## config.mk

```make
export PLATFORM = sky130hd
export DESIGN_NAME = t1_loopback_codec
export DESIGN_NICKNAME = d
export VERILOG_FILES = /design/src/rtl/t1_lb_pkg.sv /design/src/rtl/lb_code_gen.sv /design/src/rtl/lb_code_det.sv /design/src/rtl/t1_loopback_codec.sv
export SDC_FILE = /design/constraint.sdc
export NUM_CORES = 1
export LEC_CHECK = 0
export BUFFER_PORTS_ARGS = -buffer_cell sky130_fd_sc_hd__buf_4
export CAP_MARGIN = 0
export CORE_UTILIZATION = 23
export CTS_CLUSTER_SIZE = 16
export DETAILED_ROUTE_END_ITERATION = 10
export RECOVER_POWER = 25
export SLEW_MARGIN = 20
export SYNTH_ARGS = -nofsm -noshare
export SYNTH_HDL_FRONTEND = slang
export SYNTH_SLANG_ARGS = --single-unit
```

## constraint.sdc

```tcl
create_clock -name clk -period 3.45 [get_ports clk]
set_input_delay 0.345 -clock clk [delete_from_list [all_inputs] [get_ports clk]]
set_output_delay 0.345 -clock clk [all_outputs]
set_load 0.02 [all_outputs]
```

## src/rtl/t1_lb_pkg.sv

```systemverilog
package t1_lb_pkg;

   // Transmit source selection, decoded from the two low control bits.
   typedef enum logic [1:0] {
      LB_PASS = 2'b00,
      LB_LOOP = 2'b01,
      LB_UP   = 2'b10,
      LB_DOWN = 2'b11
   } lb_mode_e;

endpackage

```

## src/rtl/lb_code_gen.sv

```systemverilog
// Free-running generator for a repeating 0...01 code of length PERIOD.
// The phase advances only on payload bits.
module lb_code_gen #(
   parameter int PERIOD = 5
) (
   input  logic clk,
   input  logic rst_n,
   input  logic advance,
   output logic code_bit
);
   localparam int PW = (PERIOD > 1) ? $clog2(PERIOD) : 1;
   localparam logic [PW-1:0] LAST = PW'(PERIOD - 1);

   generate
      if (PERIOD < 2) begin : g_bad_period
         $error("lb_code_gen: PERIOD must be at least 2");
      end
   endgenerate

   logic [PW-1:0] phase_q;

   always_ff @(posedge clk or negedge rst_n) begin
      if (!rst_n) begin
         phase_q <= '0;
      end else if (advance) begin
         phase_q <= (phase_q == LAST) ? '0 : phase_q + 1'b1;
      end
   end

   assign code_bit = (phase_q == LAST);

endmodule

```

## src/rtl/lb_code_det.sv

```systemverilog
// Error-tolerant detector for a repeating code of length PERIOD. Each
// frame's non-framing bits are compared with the bit PERIOD positions
// earlier, and the ones are counted. Qualifying frames build a run.
module lb_code_det #(
   parameter int PERIOD   = 3,
   parameter int PAY_BITS = 192,
   parameter int MAX_MISM = 6,
   parameter int ONES_TOL = 8,
   parameter int PERSIST  = 5
) (
   input  logic clk,
   input  logic rst_n,
   input  logic frame_strobe,
   input  logic line_bit,
   output logic detected
);
   localparam int CW        = $clog2(PAY_BITS + 1);
   localparam int RW        = $clog2(PERSIST + 1);
   localparam int ONES_NOM  = PAY_BITS / PERIOD;
   localparam int ONES_LO_I = (ONES_NOM > ONES_TOL) ? ONES_NOM - ONES_TOL : 0;
   localparam logic [CW-1:0] MISM_LIM = CW'(MAX_MISM);
   localparam logic [CW-1:0] ONES_LO  = CW'(ONES_LO_I);
   localparam logic [CW-1:0] ONES_HI  = CW'(ONES_NOM + ONES_TOL);
   localparam logic [CW-1:0] CNT_SAT  = '1;
   localparam logic [RW-1:0] RUN_MAX  = RW'(PERSIST);
   localparam logic [RW-1:0] RUN_SET  = RW'(PERSIST - 1);

   generate
      if (PERIOD < 2) begin : g_bad_period
         $error("lb_code_det: PERIOD must be at least 2");
      end
      if (PERSIST < 1) begin : g_bad_persist
         $error("lb_code_det: PERSIST must be at least 1");
      end
      if (MAX_MISM >= PAY_BITS) begin : g_bad_mism
         $error("lb_code_det: MAX_MISM must be below PAY_BITS");
      end
   endgenerate

   logic [PERIOD-1:0] hist_q;
   logic [CW-1:0]     mism_q;
   logic [CW-1:0]     ones_q;
   logic [RW-1:0]     run_q;
   logic              miss;
   logic              qualify;

   assign miss    = line_bit ^ hist_q[PERIOD-1];
   assign qualify = (mism_q <= MISM_LIM) && (ones_q >= ONES_LO) && (ones_q <= ONES_HI);

   always_ff @(posedge clk or negedge rst_n) begin
      if (!rst_n) begin
         hist_q   <= '0;
         mism_q   <= '0;
         ones_q   <= '0;
         run_q    <= '0;
         detected <= 1'b0;
      end else if (frame_strobe) begin
         // Judge the frame that just ended, then open a new window.
         mism_q <= '0;
         ones_q <= '0;
         if (qualify) begin
            run_q    <= (run_q == RUN_MAX) ? run_q : run_q + 1'b1;
            detected <= (run_q >= RUN_SET);
         end else begin
            run_q    <= '0;
            detected <= 1'b0;
         end
      end else begin
         hist_q <= {hist_q[PERIOD-2:0], line_bit};
         if (miss && (mism_q != CNT_SAT)) begin
            mism_q <= mism_q + 1'b1;
         end
         if (line_bit && (ones_q != CNT_SAT)) begin
            ones_q <= ones_q + 1'b1;
         end
      end
   end

endmodule

```

## src/rtl/t1_loopback_codec.sv

```systemverilog
module t1_loopback_codec
   import t1_lb_pkg::*;
#(
   parameter int CTRL_W    = 8,
   parameter int PAY_BITS  = 192,
   parameter int UP_PERIOD = 5,
   parameter int DN_PERIOD = 3,
   parameter int MAX_MISM  = 6,
   parameter int ONES_TOL  = 8,
   parameter int PERSIST   = 5
) (
   input  logic              clk,
   input  logic              rst_n,
   input  logic [CTRL_W-1:0] lb_ctrl,
   input  logic              tx_frame_bit,
   input  logic              sys_bit,
   input  logic              rx_pay_bit,
   output logic              tx_bit,
   input  logic              rx_frame_bit,
   input  logic              rx_bit,
   output logic              loopup_det,
   output logic              loopdown_det
);
   // The two ones-count windows must not overlap, or one frame could
   // qualify for both codes.
   localparam int DN_ONES_LO = PAY_BITS / DN_PERIOD - ONES_TOL;
   localparam int UP_ONES_HI = PAY_BITS / UP_PERIOD + ONES_TOL;

   generate
      if (CTRL_W < 2) begin : g_bad_ctrl
         $error("t1_loopback_codec: CTRL_W must be at least 2");
      end
      if (UP_PERIOD <= DN_PERIOD) begin : g_bad_periods
         $error("t1_loopback_codec: UP_PERIOD must exceed DN_PERIOD");
      end
      if (DN_ONES_LO <= UP_ONES_HI) begin : g_bad_windows
         $error("t1_loopback_codec: ones windows overlap, reduce ONES_TOL");
      end
   endgenerate

   lb_mode_e mode_q;
   logic     up_bit;
   logic     dn_bit;

   // Selection is latched once per frame, at the framing bit.
   always_ff @(posedge clk or negedge rst_n) begin
      if (!rst_n) begin
         mode_q <= LB_PASS;
      end else if (tx_frame_bit) begin
         mode_q <= lb_mode_e'(lb_ctrl[1:0]);
      end
   end

   lb_code_gen #(.PERIOD(UP_PERIOD)) i_gen_up (
      .clk      (clk),
      .rst_n    (rst_n),
      .advance  (~tx_frame_bit),
      .code_bit (up_bit)
   );

   lb_code_gen #(.PERIOD(DN_PERIOD)) i_gen_dn (
      .clk      (clk),
      .rst_n    (rst_n),
      .advance  (~tx_frame_bit),
      .code_bit (dn_bit)
   );

   always_comb begin
      if (!rst_n || tx_frame_bit) begin
         tx_bit = sys_bit;
      end else begin
         unique case (mode_q)
            LB_PASS: tx_bit = sys_bit;
            LB_LOOP: tx_bit = rx_pay_bit;
            LB_UP:   tx_bit = up_bit;
            LB_DOWN: tx_bit = dn_bit;
            default: tx_bit = sys_bit;
         endcase
      end
   end

   lb_code_det #(
      .PERIOD   (UP_PERIOD),
      .PAY_BITS (PAY_BITS),
      .MAX_MISM (MAX_MISM),
      .ONES_TOL (ONES_TOL),
      .PERSIST  (PERSIST)
   ) i_det_up (
      .clk          (clk),
      .rst_n        (rst_n),
      .frame_strobe (rx_frame_bit),
      .line_bit     (rx_bit),
      .detected     (loopup_det)
   );

   lb_code_det #(
      .PERIOD   (DN_PERIOD),
      .PAY_BITS (PAY_BITS),
      .MAX_MISM (MAX_MISM),
      .ONES_TOL (ONES_TOL),
      .PERSIST  (PERSIST)
   ) i_det_dn (
      .clk          (clk),
      .rst_n        (rst_n),
      .frame_strobe (rx_frame_bit),
      .line_bit     (rx_bit),
      .detected     (loopdown_det)
   );

endmodule

```

Yosys cells after proc, flatten, opt, wreduce, memory -nomap -nowiden
Index checks and enable logic that the tools add are counted.
Widths: inputs -> output; s select.

cells by class
  multiplexer cells = 18
  equal/unequal tests = 13
  add/sub/neg operators = 8
  bitwise logic cells = 2
  magnitude comparators = 8
  reductions and logical operators = 17

operator list
  operator             count
  $mux 8               8
  $add 8x1->8 const B  4
  $ne 8x8->1 const B   4
  $le 8x3->1 const B   2
  $mux 3               5
  $add 3x1->3 const B  3
  $eq 3x3->1 const B   3
  $ge 8x5->1 const B   1
  $ge 8x6->1 const B   1
  $le 8x6->1 const B   1
  $le 8x7->1 const B   1
  $logic_and 1x1->1    8
  $reduce_bool 2->1    4
  $eq 2x2->1 const B   3
  $ge 3x3->1 const B   2
  $ne 2x2->1 const B   2
  $pmux 1 s4           1
  $reduce_and 2->1     2
  $mux 1               3
  $add 2x1->2 const B  1
  $eq 2x1->1 const B   1
  $logic_not 2->1      1
  $mux 2               1
  $xor 1x1->1          2
  2 further kinds      2

word-level totals
  output and inout port bits = 3
  register bits = 55
  input bits = 15

Logic depth before layout (Yosys ltp)
Gate-level depths: netlist of run 1.

  depth in word-level cells = 5
  depth in mapped cells = 6
  depth with buffers taken out = 6

Cells and area by module
A second synthesis of run 1 with hierarchy kept.

second synthesis, totals
  cells, all modules = 300
  area, all modules = 3095.5 um^2

modules (own cells, without submodules)
  module                   area each (um^2)  cells an instance  seq. area each (um^2)  instances
  lb_code_det at i_det_up  1408.9            137                625.6                  1
  lb_code_det at i_det_dn  1315.0            127                575.6                  1
  lb_code_gen at i_gen_up  160.2             16                 75.1                   1
  t1_loopback_codec        125.1             12                 50.0                   1
  lb_code_gen at i_gen_dn  86.3              8                  50.0                   1

Least setup slack after synthesis of run 1
OpenSTA, ideal clock, no wires.

  path kind = register -> register
  start point = reg i_det_dn.mism_q[0]
  end point = reg i_det_dn.mism_q[1]
  arrival = 1.425 ns
  library setup time = 0.094 ns
  setup slack = 1.931 ns
  period minus slack after synthesis = 1.519 ns
  cell stages (with the launch flop) = 6
  cell sequence = dfrtp_1 > ha_1 > and4_1 > a21oi_1 > nor2_1 > a211oi_1

between the ends
  cells in the longest elaborated chain, start to end = 3
  elaborated cells between the ends (all ways) = 6

RTL lines
  item                                         line                                  text
  start, declared                              lb_code_det.sv:41                     logic [CW-1:0] mism_q;
  start signal, assigned                       lb_code_det.sv:71                     mism_q <= mism_q + 1'b1;
  $add 8x1->8 or $ne 8x8->1 (tied branches)    lb_code_det.sv:71, lb_code_det.sv:70
  $mux 8 or $logic_and 1x1->1 (tied branches)  lb_code_det.sv:70                     if (miss && (mism_q != CNT_SAT)) begin
  $mux 8 or $reduce_bool 2->1 (tied branches)  --

Parallel ways exist; a longest one is shown, timed or not. The select of a mux whose other input is x is not followed.
A chain may end at the register's enable or synchronous reset.

Worst setup path in the final report of run 1
  start point = reg i_gen_up.phase_q[0]
  end point = out tx_bit

between the ends
  cells in the longest elaborated chain, start to end = 3

RTL lines
  item                    line                     text
  start, declared         lb_code_gen.sv:20        logic [PW-1:0] phase_q;
  start signal, assigned  lb_code_gen.sv:26        phase_q <= (phase_q == LAST) ? '0 : phase_q + 1'b1;
  $eq 3x3->1              lb_code_gen.sv:30        assign code_bit = (phase_q == LAST);
  $pmux 1 s4              t1_loopback_codec.sv:72  unique case (mode_q)
  $mux 1                  t1_loopback_codec.sv:69  if (!rst_n || tx_frame_bit) begin
  end, declared           t1_loopback_codec.sv:18  output logic tx_bit,

Every way passes these cells.

==> metrics.md, run 1 <==
| Metric | Value |
|---|---|
| Run status | complete, no violations |
| Data required time at the worst endpoint | 3110 ps |
| Drt wl/cell | 11.5 um |
| CTS H-tree lvls | 2 |
| Antenna violations before repair | 1 |
| Data arrival, critical path | 1500 ps |
| Delay contributed by the slowest stage of the critical path | 410 ps |
| Fill cell count | 1314 |
| Largest vdd supply drop | 0.199 mV |
| Flops & latches, synth | 52 |
| Net count, final | 331 |
| Die Area | 13100 sq um |
| MaxCap Viol Count | 0 |
| Worst-path maximum fanout | 4 |
| Maximum number of pins on one net before global-route repair | 55 |
| Ports | 18 |
| Slowest stage cell, crit path | sky130_fd_sc_hd__dfrtp_1 |
| Mean instance size in the synthesized netlist | 9.95 sq um |
| DRC violation total after the first TritonRoute iteration | 116 |
| Via density | 4.69 |
| Leading cell types by total area after synthesis | sky130_fd_sc_hd__dfrtp_1 45%, sky130_fd_sc_hd__ha_1 6.0%, sky130_fd_sc_hd__xnor2_1 3.6% |
| Final worst hold slack | 292 ps |
| Chain of cells forming the critical path | inv_1 -> ha_1 -> nand2_1 -> o2111ai_1 -> o221a_2 -> buf_4 |
| Layout overhead on the synthesized area | 13.2% |
| First-pass GRT wire length | 9.64 mm |
| Ratio of cells with drive above 1 in the final layout | 10.6% |
| Syn_nets | 322 |
| Final setup skew | 7.35 ps |
| Worst min path class | in -> reg |
| Final Slew Violations | 0 |
| Gate count of the mapped netlist | 293 |
| Setup repair after global routing missed its margin | false |
| Startpoint types | flip-flop |
| Final global-route overflow total | 0 |
| Final setup violation count | 0 |
| Resized Gates After CTS | 0 |
| Number of enable-type register cells in the synthesized netlist | 0 |
| Register-to-register setup slack | 1750 ps |
| Port Buffer Count | 11 |
| Clk Tree Root Cell | sky130_fd_sc_hd__clkbuf_16 |
| Relative slew slack | 14.8% |
| CTS buffer count | 5 |
| Total power of the final layout | 1410 uW |
| Most frequently used cell type in the post-synthesis netlist | sky130_fd_sc_hd__dfrtp_1 |
| Type of the worst setup path | reg -> out |
| Buffers from clock root to sink, at most | 2 |
| TritonCTS clock tree | done |
| Aggregate negative setup slack | 0 ps |
| Warnings, synthesis | 0 |
| Global-route usage over all layers | 9.08% |
| Fin. Hold Viols | 0 |
| Leakage dissipation | 0.00137 uW |
| Slew of the pin with the lowest slew margin | 1280 ps |
| Cell Area, Synth | 2920 sq um |
| Number of post-CTS setup repair buffers | 0 |
| Power Dens Cells | 426 nW/um^2 |
| Cell variety after synth | 51 |
| Placed inst area | 3170 sq um |
| Number of cell rows | 40 |
| Non-Filler Cell Area, Final | 3300 sq um |
| Number of optimization iterations in the first detailed-route pass | 4 |
| Primary flip-flop cell chosen by synthesis mapping | sky130_fd_sc_hd__dfrtp_1 |
| Vias | 2202 |
| Crit. End Element | primary output |
| Source-to-sink clock delay at the later pin of the worst-skew pair | 280 ps |
| Top cell types by occurrence after synthesis | 52 x sky130_fd_sc_hd__dfrtp_1, 24 x sky130_fd_sc_hd__nor2_1, 19 x sky130_fd_sc_hd__a21oi_1 |
| Floorplan Core Area | 12200 sq um |
| Sum of routed wire length over all layers | 5.42 mm |
| CTS Hold Buffers Added | 0 |
| Residual DRC | 0 |
| Vias in the first global route | 2082 |
| Antenna diodes | 0 |
| Cell taking the most area after synthesis | sky130_fd_sc_hd__dfrtp_1 |
| Post-placement cell count | 463 |
| Filler-free cell count of the finished design | 470 |
| Async S/R FF share, synth | 100% |
| Highest clock frequency the design can meet | 541 MHz |
| Height of the die | 115 um |
| Crit share post-route | 53.6% |
| Die extent in x | 115 um |
| Count of nets left with antenna violations after detail routing | 0 |
| Sequential-to-total area share from yosys stat | 44.6% |
| Clk pin slew, worst setup/hold paths | 70 ps |
| Global placer's final weighted congestion | 0.758 |
| Area share of the leading cell type in the synthesized netlist | 44.6% |
| Initial Util | 24.0% |
| Estimated wirelength of the detail-placed design | 3.74 mm |
| Post-layout minimum cycle time | 1850 ps |
| Clock net sink count | 52 |
[cells in the final DEF (no fill, tap or decap), types with 4 or more instances in the layout]
cell type                   count
sky130_fd_sc_hd__nand4_1        7
sky130_fd_sc_hd__and3_1         8
sky130_fd_sc_hd__ha_1          14
sky130_fd_sc_hd__nand2_1       14
sky130_fd_sc_hd__nor3b_1        5
sky130_fd_sc_hd__a31oi_1        4
sky130_fd_sc_hd__dfrtp_1       52
sky130_fd_sc_hd__nor3_1         4
sky130_fd_sc_hd__clkbuf_16      5
sky130_fd_sc_hd__xor2_1         5
sky130_fd_sc_hd__a21oi_1       19
sky130_fd_sc_hd__buf_4         10
sky130_fd_sc_hd__xnor2_1       12
sky130_fd_sc_hd__nand3_1       14
sky130_fd_sc_hd__and4_1         4
sky130_fd_sc_hd__nor2_1        24
sky130_fd_sc_hd__o2111ai_1      7
sky130_fd_sc_hd__o21ai_1        5
sky130_fd_sc_hd__inv_1         16
sky130_fd_sc_hd__mux2_2         7
sky130_fd_sc_hd__a211oi_1       6
sky130_fd_sc_hd__o21ai_0        5
sky130_fd_sc_hd__nand2b_1       4
[power breakdown]
group          switching [uW]  internal, uW
Clock                     204           264
Combinational             111          99.3
Sequential               59.4           668
Total                     374          1030
[kinds of logic after synthesis]
| family | after synthesis | share of synthesized area [%] |
|---|---|---|
| adder cells (fa/ha/maj) | 14 | 6.01 |
| AND/OR/NAND/NOR | 105 | 20.6 |
| AO/OA/AOI/OAI | 70 | 16.6 |
| multiplexers | 8 | 3.05 |
| buffers and inverters | 26 | 3.52 |
| flip-flops | 52 | 44.6 |
| XOR/XNOR | 18 | 5.66 |
[worst max-delay path: cells and delay by family (launching register included)]
| kind | cells | cell delay, ps |
|---|---|---|
| compound gates | 2 | 370 |
| flops | 1 | 410 |
| simple gates | 1 | 70 |
| fa+ha+maj | 1 | 180 |
| buf+inv | 2 | 200 |
[routing by layer]
metal	vias up	part of all wire (%)	track usage (%)	wire length (um)
li1	1093	-	-	-
met5	-	0	0	0
met4	0	0.53	2.34	29
met3	2	3.3	2.17	179
met1	1073	51	12.3	2790
met2	34	45	14.5	2430
[metrics by stage]
stage,util [%],setup slack (ps)
after floorplan,-,1930
after global placement,26.1,1810
after detailed placement,26.1,1760
after CTS,27.2,1580
after global routing,27.2,1470
final,27.2,1600
[sequential cells by signal (all words and copies together), names as in the netlist]
signal and flops:
i_det_up.detected 1, i_det_dn.ones_q 8, i_det_up.mism_q 8, i_det_dn.detected 1
i_gen_dn.phase_q 2, i_det_dn.run_q 3, i_det_dn.mism_q 8, i_det_up.hist_q 5
i_det_up.run_q 3, i_det_up.ones_q 8, i_gen_up.phase_q 3, mode_q 2
[area by class of cell]
cell class	instances	area (sq um)	area share, %
tap	168	210	6.37
multi-input combinational	215	1510	45.8
timing repair buffer	12	83.8	2.54
sequential	52	1300	39.4
inverter	16	60.1	1.82
clock buffer	6	129	3.90
clock inverter	1	5.00	0.152
[path summary, 6_finish.rpt]
check,startpoint,depth (start not counted),end
setup / recovery,i_gen_up.phase_q[0],6,tx_bit
hold / removal,lb_ctrl[0],2,mode_q[0]
setup reg to reg,i_det_dn.mism_q[1],5,i_det_dn.mism_q[1]
hold reg to reg,i_det_up.hist_q[0],2,i_det_up.hist_q[0]
max in group asynchronous,rst_n,2,i_det_up.mism_q[5]
min in group asynchronous,rst_n,2,i_det_dn.ones_q[1]
(Power assumes the default switching activity.)
==> inputs of run 2 (changes only) <==
Clock period 3.45 ns to 1.78 ns, I/O delays scaled along.
==> run 2 against run 1 <==
Combinational power is 99% higher. Total power is 110% higher. Wire length is 3.1% higher. Core utilization is 0.64 points higher. Critical path depth stayed put. Global-route usage is 0.45 points higher. Clock power is 130% higher. Via count is 2.8% higher. Critical path type unchanged.
==> metrics.md, run 2 (synthesis gave the netlist of run 1 again) <==
| Metric | Value |
|---|---|
| Run status | complete, no violations |
| Die extent in x | 115 um (unchanged) |
| Vias in the first global route | 2192 (+5.3%) |
| Antenna diodes | 0 (unchanged) |
| Sum of routed wire length over all layers | 5.59 mm (+3.1%) |
| Drt wl/cell | 11.8 um (+1.8%) |
| Global-route usage over all layers | 9.54% (+0.45 points) |
| Crit. End Element | primary output |
| Delay contributed by the slowest stage of the critical path | 410 ps (about the same) |
| Bufs and invs on worst path | 2 (unchanged) |
| Final Slew Violations | 0 (unchanged) |
| Leading cell type in the layout, fill and taps excluded | sky130_fd_sc_hd__dfrtp_1 |
| Slowest stage cell, crit path | sky130_fd_sc_hd__dfrtp_1 |
| Net count, final | 336 (+1.5%) |
| Power Dens Cells | 859 nW/um^2 (+100%) |
| Highest clock frequency the design can meet | 594 MHz |
| DRC violation total after the first TritonRoute iteration | 108 (-6.9%) |
| Data required time at the worst endpoint | 1600 ps (-1510 ps) |
| Port Buffer Count | 11 (unchanged) |
| Layout overhead on the synthesized area | 15.9% |
| First-pass GRT wire length | 10.1 mm (+5.1%) |
| CTS Hold Buffers Added | 0 (unchanged) |
| Final setup skew | 5.16 ps (-2.20 ps) |
| Height of the die | 115 um (unchanged) |
| Setup slack at placement | 169 ps (-1590 ps) |
| Count of nets left with antenna violations after detail routing | 0 (unchanged) |
| Resized Gates After CTS | 0 (unchanged) |
| Worst-path maximum fanout | 4 (unchanged) |
| Global placer's final weighted congestion | 0.807 (+6.5%) |
| MaxCap Viol Count | 0 (unchanged) |
| Startpoint types | flip-flop |
| Aggregate negative setup slack | 0 ps (unchanged) |
| Ports | 18 (unchanged) |
| Source-to-sink clock delay at the later pin of the worst-skew pair | 290 ps (about the same) |
| Vias | 2264 (+2.8%) |
| Setup repair after global routing missed its margin | false |
| Data arrival, critical path | 1500 ps (about the same) |
| Placed inst area | 3210 sq um (+1.2%) |
| Type of the worst setup path | reg -> out |
| Chain of cells forming the critical path | inv_1 -> ha_1 -> nand2_1 -> o2111ai_1 -> o221a_2 -> buf_4 |
| Non-Filler Cell Area, Final | 3380 sq um (+2.3%) |
| Utilization after layout | 27.8% (+0.64 points) |
| Hold worst-path end | mode_q[0] |
| Largest vdd supply drop | 0.443 mV (+120%) |
| Estimated wirelength of the detail-placed design | 3.82 mm (+2.2%) |
| Worst R2R Path Depth | 6 (+1) |
| Setup slack of the critical path after layout | 97.5 ps (-1500 ps) |
| WHS Path Cells | 2 (unchanged) |
| Floorplan Core Area | 12200 sq um (unchanged) |
| Slew of the pin with the lowest slew margin | 1310 ps (+32.0 ps) |
| Buffers from clock root to sink, at most | 2 (unchanged) |
| TritonCTS clock tree | done |
| Clock net sink count | 52 (unchanged) |
| Via density | 4.76 (+1.5%) |
| Final worst hold slack | 125 ps (-167 ps) |
| Number of optimization iterations in the first detailed-route pass | 4 (unchanged) |
| Ratio of cells with drive above 1 in the final layout | 12.7% (+2.1 points) |
| CTS H-tree lvls | 2 (unchanged) |
| Residual DRC | 0 (unchanged) |
| Relative slew slack | 12.6% (-2.1 points) |
| Start point of the worst min-delay path | lb_ctrl[0] |
| CTS buffer count | 5 (unchanged) |
| Maximum number of pins on one net before global-route repair | 53 (-3.6%) |
| Register-to-register setup slack | 130 ps (-1620 ps) |
| Commonest cells after routing, fill and taps aside | 52 x sky130_fd_sc_hd__dfrtp_1, 24 x sky130_fd_sc_hd__nor2_1, 18 x sky130_fd_sc_hd__a21oi_1 |
| R2r endpoint | i_det_up.run_q[2] |
| Clk Tree Root Cell | sky130_fd_sc_hd__clkbuf_16 |
| Kind of cell with the highest combined delay on the critical path | flip-flops |
| Die Area | 13100 sq um (unchanged) |
| Worst r2r src | i_det_up.ones_q[0] |
| Leakage dissipation | 0.00141 uW (+3.3%) |
| Post-layout minimum cycle time | 1680 ps |
| Fin. Hold Viols | 0 (unchanged) |
| Launching element of the worst setup path | i_gen_up.phase_q[0] |
| Clk pin slew, worst setup/hold paths | 60 ps (about the same) |
| Antenna violations before repair | 0 (-1) |
| Initial Util | 24.0% (unchanged) |
| Crit share post-route | 94.5% |
| Number of post-CTS setup repair buffers | 0 (unchanged) |
| Number of cell rows | 40 (unchanged) |
| Final setup violation count | 0 (unchanged) |
| Worst min path class | in -> reg |
| Final global-route overflow total | 0 (unchanged) |
run 2: cell count changes in the layout (fill, tap and decap cells not counted):
cell and change:
sky130_fd_sc_hd__a21oi_1 -1, sky130_fd_sc_hd__bufinv_16 +1, sky130_fd_sc_hd__nor3_2 -1, sky130_fd_sc_hd__nor3_4 +1, sky130_fd_sc_hd__buf_4 +5, sky130_fd_sc_hd__a21oi_2 +1
run 2: worst max path at each step:
stage / to / depth (start not counted)
floorplan: i_det_dn.mism_q[1] / 5
global placement: i_det_up.run_q[2] / 4
detailed placement: i_det_dn.run_q[2] / 4
CTS: tx_bit / 6
global route: tx_bit / 6
finish: tx_bit / 6
run 2: routing by layer:
metal  vias up  part of all wire (%)  track usage [%]  wire, um
met3         8                   4.1             2.17       228
met5         -                     0                0         0
met2        47                    45             15.2      2530
met1      1100                    49             12.8      2770
met4         0                   1.2             2.86        67
li1       1109                     -                -         -
run 2: report_power, final:
group	internal [uW]	switching [uW]	leakage, uW	total (uW)
Clock	662	412	0.0000808	1070
Combinational	197	222	0.000636	420
Sequential	1290	116	0.000698	1410
Total	2150	750	0.00141	2900
run 2: stage by stage:
stage,total power [uW],instances
6_report,2900,476
3_5_place_dp,1860,468
2_1_floorplan,1730,293
3_3_place_gp,1840,468
4_1_cts,2950,476
5_1_grt,3080,476
run 2: layout make-up:
class	instances	area, sq um
fillers	1301	8780
clock inverters	2	35.0
multi-input cells	215	1520
inverters	16	60.1
flip-flops and latches	52	1300
clock buffers	6	129
repair buffers	17	121
well taps	168	210
run 2: worst reg2reg max path, cell delays in order, from the launching register on:
cell and delay, ps:
sky130_fd_sc_hd__dfrtp_1 460, sky130_fd_sc_hd__inv_1 90, sky130_fd_sc_hd__ha_1 130, sky130_fd_sc_hd__and4b_1 190, sky130_fd_sc_hd__o22ai_1 380, sky130_fd_sc_hd__o2111ai_1 180, sky130_fd_sc_hd__a21oi_1 160
